### config.mk
export PLATFORM = sky130hd
export DESIGN_NAME = shift_add_mul
export DESIGN_NICKNAME = d
export VERILOG_FILES = /design/src/rtl/mul_pkg.sv /design/src/rtl/mul_step_ctrl.sv /design/src/rtl/mul_datapath.sv /design/src/rtl/shift_add_mul.sv
export SDC_FILE = /design/constraint.sdc
export NUM_CORES = 1
export LEC_CHECK = 0
export ABC_AREA = 1
export BUFFER_PORTS_ARGS = -buffer_cell sky130_fd_sc_hd__buf_2
export CAP_MARGIN = 30
export CORE_MARGIN = 10
export CORE_UTILIZATION = 43
export DETAILED_ROUTE_END_ITERATION = 16
export GPL_TIMING_DRIVEN = 1
export MAX_ROUTING_LAYER = met4
export PLACE_DENSITY = 0.73
export SLEW_MARGIN = 20
export SYNTH_ARGS = -nofsm -noshare
export SYNTH_HDL_FRONTEND = slang
export SYNTH_SLANG_ARGS = --single-unit
### constraint.sdc
create_clock -name clk_i -period 2.45 [get_ports clk_i]
set_input_delay 0.245 -clock clk_i [delete_from_list [all_inputs] [get_ports clk_i]]
set_output_delay 0.245 -clock clk_i [all_outputs]
set_load 0.02 [all_outputs]
### src/rtl/mul_pkg.sv
package mul_pkg;
  localparam int unsigned MUL_OP_W_DEF = 32;

  function automatic int unsigned cnt_width(input int unsigned steps);
    return (steps > 1) ? $clog2(steps) : 1;
  endfunction
endpackage

### src/rtl/mul_step_ctrl.sv
module mul_step_ctrl
  import mul_pkg::*;
#(
  parameter int unsigned OP_W = MUL_OP_W_DEF
) (
  input  logic clk_i,
  input  logic rst_ni,
  input  logic start_i,
  output logic load_o,
  output logic step_o,
  output logic busy_o,
  output logic done_o
);
  localparam int unsigned CNT_W = cnt_width(OP_W);
  localparam logic [CNT_W-1:0] LAST_CNT = CNT_W'(OP_W - 1);

  logic [CNT_W-1:0] cnt_q;
  logic             busy_q;
  logic             done_q;
  logic             last_step;

  assign load_o    = start_i & ~busy_q;
  assign step_o    = busy_q;
  assign last_step = busy_q & (cnt_q == LAST_CNT);
  assign busy_o    = busy_q;
  assign done_o    = done_q;

  always_ff @(posedge clk_i or negedge rst_ni) begin
    if (!rst_ni) begin
      cnt_q  <= '0;
      busy_q <= 1'b0;
      done_q <= 1'b0;
    end else begin
      done_q <= last_step;
      if (load_o) begin
        cnt_q  <= '0;
        busy_q <= 1'b1;
      end else if (busy_q) begin
        if (last_step) busy_q <= 1'b0;
        else           cnt_q  <= cnt_q + 1'b1;
      end
    end
  end


  start_accept_chk: assert property (@(posedge clk_i) disable iff (!rst_ni)
    (start_i && !busy_q) |=> (busy_q && cnt_q == '0));


  done_pulse_chk: assert property (@(posedge clk_i) disable iff (!rst_ni)
    done_q |=> !done_q);


  done_idle_chk: assert property (@(posedge clk_i) disable iff (!rst_ni)
    done_q |-> (!busy_q && $past(busy_q)));


  start_ignored_chk: assert property (@(posedge clk_i) disable iff (!rst_ni)
    (busy_q && start_i && !last_step) |=> (busy_q && cnt_q == $past(cnt_q) + 1'b1));


  cnt_range_chk: assert property (@(posedge clk_i) disable iff (!rst_ni)
    busy_q |-> (cnt_q <= LAST_CNT));
endmodule

### src/rtl/mul_datapath.sv
module mul_datapath
  import mul_pkg::*;
#(
  parameter int unsigned OP_W = MUL_OP_W_DEF
) (
  input  logic              clk_i,
  input  logic              rst_ni,
  input  logic              load_i,
  input  logic              step_i,
  input  logic [OP_W-1:0]   mcand_i,
  input  logic [OP_W-1:0]   mplier_i,
  output logic [2*OP_W-1:0] prod_o
);
  localparam int unsigned PROD_W = 2 * OP_W;
  localparam int unsigned SUM_W  = OP_W + 1;

  logic [OP_W-1:0]   mcand_q;
  logic [PROD_W-1:0] prod_q;
  logic [SUM_W-1:0]  addend;
  logic [SUM_W-1:0]  upper_sum;
  logic [PROD_W-1:0] prod_next;

  // adder spans only the upper half; carry kept as the extra bit
  assign addend    = prod_q[0] ? {1'b0, mcand_q} : '0;
  assign upper_sum = {1'b0, prod_q[PROD_W-1:OP_W]} + addend;
  assign prod_next = {upper_sum, prod_q[OP_W-1:1]};
  assign prod_o    = prod_q;

  always_ff @(posedge clk_i or negedge rst_ni) begin
    if (!rst_ni) begin
      mcand_q <= '0;
      prod_q  <= '0;
    end else if (load_i) begin
      mcand_q <= mcand_i;
      prod_q  <= {{OP_W{1'b0}}, mplier_i};
    end else if (step_i) begin
      prod_q  <= prod_next;
    end
  end


  load_split_chk: assert property (@(posedge clk_i) disable iff (!rst_ni)
    load_i |=> (prod_q[OP_W-1:0] == $past(mplier_i) && prod_q[PROD_W-1:OP_W] == '0));


  zero_bit_shift_chk: assert property (@(posedge clk_i) disable iff (!rst_ni)
    (step_i && !load_i && !prod_q[0]) |=> (prod_q == ($past(prod_q) >> 1)));


  hold_chk: assert property (@(posedge clk_i) disable iff (!rst_ni)
    (!step_i && !load_i) |=> $stable(prod_q));
endmodule

### src/rtl/shift_add_mul.sv
module shift_add_mul
  import mul_pkg::*;
#(
  parameter int unsigned OP_W = MUL_OP_W_DEF
) (
  input  logic              clk_i,
  input  logic              rst_ni,
  input  logic              start_i,
  input  logic [OP_W-1:0]   multiplicand_i,
  input  logic [OP_W-1:0]   multiplier_i,
  output logic              busy_o,
  output logic              done_o,
  output logic [2*OP_W-1:0] product_o
);
  logic load;
  logic step;

  mul_step_ctrl #(.OP_W(OP_W)) u_ctrl (
    .clk_i  (clk_i),
    .rst_ni (rst_ni),
    .start_i(start_i),
    .load_o (load),
    .step_o (step),
    .busy_o (busy_o),
    .done_o (done_o)
  );

  mul_datapath #(.OP_W(OP_W)) u_dp (
    .clk_i   (clk_i),
    .rst_ni  (rst_ni),
    .load_i  (load),
    .step_i  (step),
    .mcand_i (multiplicand_i),
    .mplier_i(multiplier_i),
    .prod_o  (product_o)
  );


  busy_done_excl_chk: assert property (@(posedge clk_i) disable iff (!rst_ni)
    !(busy_o && done_o));
endmodule

==> summary.md <==
In the layout the commonest cells are 464 x nand2_1, 167 x inv_1, 131 x buf_2. The total negative slack was 0 ns. On the final layout, the worst clock skew is 0.00733 ns.

The worst setup path is captured at a flop. The mapped cell area came out at 0.00676 sq mm. For the detailed router's first-iteration violation count, the log shows 500. The worst-path maximum fanout is 17.

TritonCTS built the clock tree. The total of flip-flops plus latches after synthesis was 103. The die span in y is 145 microns, and the die area is 0.0211 sq mm.

Number of failing setup endpoints in the final timing report: 0. Post-detailed-route via-to-cell ratio: 4.87. At the pin with the least slew margin, the transition time is 0.588 ns. The minimum period implied by the final worst setup slack was 2.25 ns; the layout overhead on the synthesized area was 18.2%. The die is 145 microns wide.

The largest net degree at the start of global routing was 104. The count of input and output buffers came out at 132. The tools report the number of cells upsized or downsized after cts as 0.

Max-cap violations in this run came to 0. The number of antenna repair diodes is 0, and the number of nets in the finished design is 1254. The tree is rooted in a clkbuf_16. The startpoint identified for the worst hold timing path is multiplicand_i[31]. After filler insertion, the fill cell instance count of the layout stands at 1570.

The tools report the total CTS buffers as 9. The tools report the critical path required time as 2.71 ns. The post-synthesis net count was 1126; the worst setup slack after layout was 0.203 ns. Wires add up to 20200 microns. The hold violation count in the final report was 0; the buffer levels on the longest clock path was 2.

On the worst path, the slowest cell contributes a delay of 0.39 ns. Across all hold checks on the routed design, the worst slack comes to 0.0712 ns. The run finished with clean final reports.

For the number of routed nets with antenna violations, the log shows 0. For the number of warnings printed during yosys synthesis, the log shows 0. The share of the Yosys chip area taken by registers is 38.1%. The signal on the critical path passes through buf_4 > nand2_1 > inv_1 > ha_1 > nand2_2 > inv_2 > nand2_1 > nand2_1 > inv_1 > nand3_1 > nand2_1 > nand3_1 > nand2_1 > nand3_1 > nand2_1. 133 I/O pins were placed.

Startpoint of the lowest-slack register-to-register path: u_dp.prod_o[0]. The type of the worst setup path was flop to flop. Across the VDD grid, the largest voltage drop is 0.749 mV. The routed layout has 6661 vias.

Synthesis produced 1024 cells. The initial utilization of the core area, before any placement, comes to 44.2%. The data arrival time of the worst path is 2.50 ns. The endpoint of the worst hold path is u_dp.mcand_q[31].

The capturing point of the worst reg2reg path is u_dp.prod_o[56]. Counting instances, the worst hold path has a depth of 3. The total clock sinks is 103. The startpoint kind of the worst setup timing path is a flop. The library cell used most frequently in the layout, excluding fill and tap cells, is nand2_1.

The total area inside the core boundary comes to 0.0153 sq mm. Path type of the worst min-delay path: input pin to flop. The first global-routing pass estimated 33500 microns of wire. The number of levels the H-tree was split into is 3. The cell with the largest stage delay on the worst path was dfrtp_1. Before antenna repair, the detailed router went through 5 iterations. The count of pins over their slew limit is 0, and the sum of overflow across all layers after global routing is 0.

The via count of the first global-routing pass is 6719. The number of cells on the worst reg-to-reg path is 15. The analysis attributes to cell leakage a power of 4.81 nW. Derived from the worst setup path, the maximum achievable clock frequency is 0.445 GHz. In the final layout, the share of cells above drive strength 1 is 16.9%. After clock tree synthesis, the clock-pin slew on the worst setup and hold paths is 0.08 ns. The run gives 19.6% as the global-route usage over all layers. Number of placement rows: 45.

The total power per unit cell area is 1390 mW/mm^2. For the number of antenna violations at the first check in global routing, the log shows 0. The share of the clock period used by the worst path was 91.7%; the setup slack of the worst register-to-register path was 0.20 ns. Detailed placement finished with a half-perimeter wire length of 15700 microns. The routability congestion estimate from global placement is 0.962, and the post-synthesis average cell area is 6.60 sq um.

The worst setup slack before clock tree synthesis is 0.171 ns, and the routed wirelength normalized by instance count is 14.7 microns. The count of unique library cells instantiated by Yosys came out at 37. At the later pin of the worst-skew pair, clock insertion delay measures 0.36 ns. The run gives 60.8% as the normalized max-slew margin. The post-CTS setup-driven buffer insertion count was 0.

The number of DRC violations after detailed routing is 0. Setup repair after global routing left no endpoint under its margin. The most numerous cell type found on the critical path is nand2_1.
## area by class of cell
cell class / instances / area [sq um] / area share, %
multi-input cells: 717 / 3400 / 42.5
flip-flops and latches: 103 / 2580 / 32.3
repair buffers: 145 / 788 / 9.86
inverters: 176 / 661 / 8.27
well taps: 211 / 264 / 3.30
clock buffers: 10 / 229 / 2.87
clock inverters: 6 / 75.1 / 0.939
## where the power goes
| group | switching, W | internal (W) |
|---|---|---|
| Clock | 0.000720 | 0.000811 |
| Combinational | 0.00411 | 0.00214 |
| Sequential | 0.000698 | 0.00259 |
| Total | 0.00553 | 0.00554 |
## what timing repair did
action,CTS,global route
setup endpoints to repair,0,0
hold buffers,1,0
endpoints found under the hold margin,95,0
## layer usage
metal  track usage, %  share of wire (%)  vias up
met4             4.15                1.2        0
met2             30.8                 46      214
li1                 -                  -     3388
met5                -                  0        -
met1             24.8                 46     3039
met3             5.50                7.1       20
## how the worst max path moves through the flow
stage	cells after the start	from	to
5_1_grt	15	u_dp.prod_o[0]	u_dp.prod_o[56]
3_5_place_dp	15	u_dp.prod_o[0]	u_dp.prod_o[56]
3_3_place_gp	15	u_dp.prod_o[0]	u_dp.prod_o[56]
4_1_cts	15	u_dp.prod_o[0]	u_dp.prod_o[56]
6_report	15	u_dp.prod_o[0]	u_dp.prod_o[56]
2_1_floorplan	17	u_dp.prod_o[0]	u_dp.prod_o[59]
## cells by family after synthesis
group	share of synthesized area [%]
AND/OR/NAND/NOR	35.6
flip-flops	38.1
buffers and inverters	11.7
XOR/XNOR	0.130
AO/OA/AOI/OAI	7.88
adder cells (fa/ha/maj)	6.59
## state kept, by name, summed over array words and instances, names as in the netlist
signal,count
u_ctrl.busy_o,1
u_dp.mcand_q,32
u_ctrl.cnt_q,5
u_dp.prod_o,64
u_ctrl.done_o,1
## stage by stage
step / area, sq um / power, W / instances / utilization (%)
3_5_place_dp: 7680 / 0.00956 / 1351 / 50.1
6_report: 7990 / 0.0111 / 1368 / 52.2
5_1_grt: 7990 / 0.0121 / 1368 / 52.2
2_1_floorplan: 6760 / 0.00758 / 1024 / -
3_3_place_gp: 7680 / 0.00947 / 1351 / 50.1
4_1_cts: 7990 / 0.0111 / 1368 / 52.2
## critical path: cells and delay by family, from the launching register on
| kind | cells | cell delay (ns) |
|---|---|---|
| fa+ha+maj | 1 | 0.38 |
| flops | 1 | 0.39 |
| simple gates | 10 | 0.99 |
| buf+inv | 4 | 0.37 |
## Yosys cell counts (all sizes together)
cell type	number	area (sq um)
a21o	1	7.51
a21oi	33	169
a22o	2	17.5
a32o	1	10.0
buf	12	67.6
clkbuf	16	60.1
dfrtp	103	2580
fa	1	20.0
ha	34	425
inv	176	661
nand2	478	1830
nand3	47	255
nand3b	2	15.0
nand4	3	18.8
nor2	58	235
nor3	6	35.0
nor4	1	6.26
o211ai	12	90.1
o21ai	16	80.1
o21bai	3	22.5
o221ai	14	123
o22ai	1	6.26
o31ai	1	7.51
or2	2	15.0
xnor2	1	8.76
Note: power is estimated with default switching activity, not from simulation.
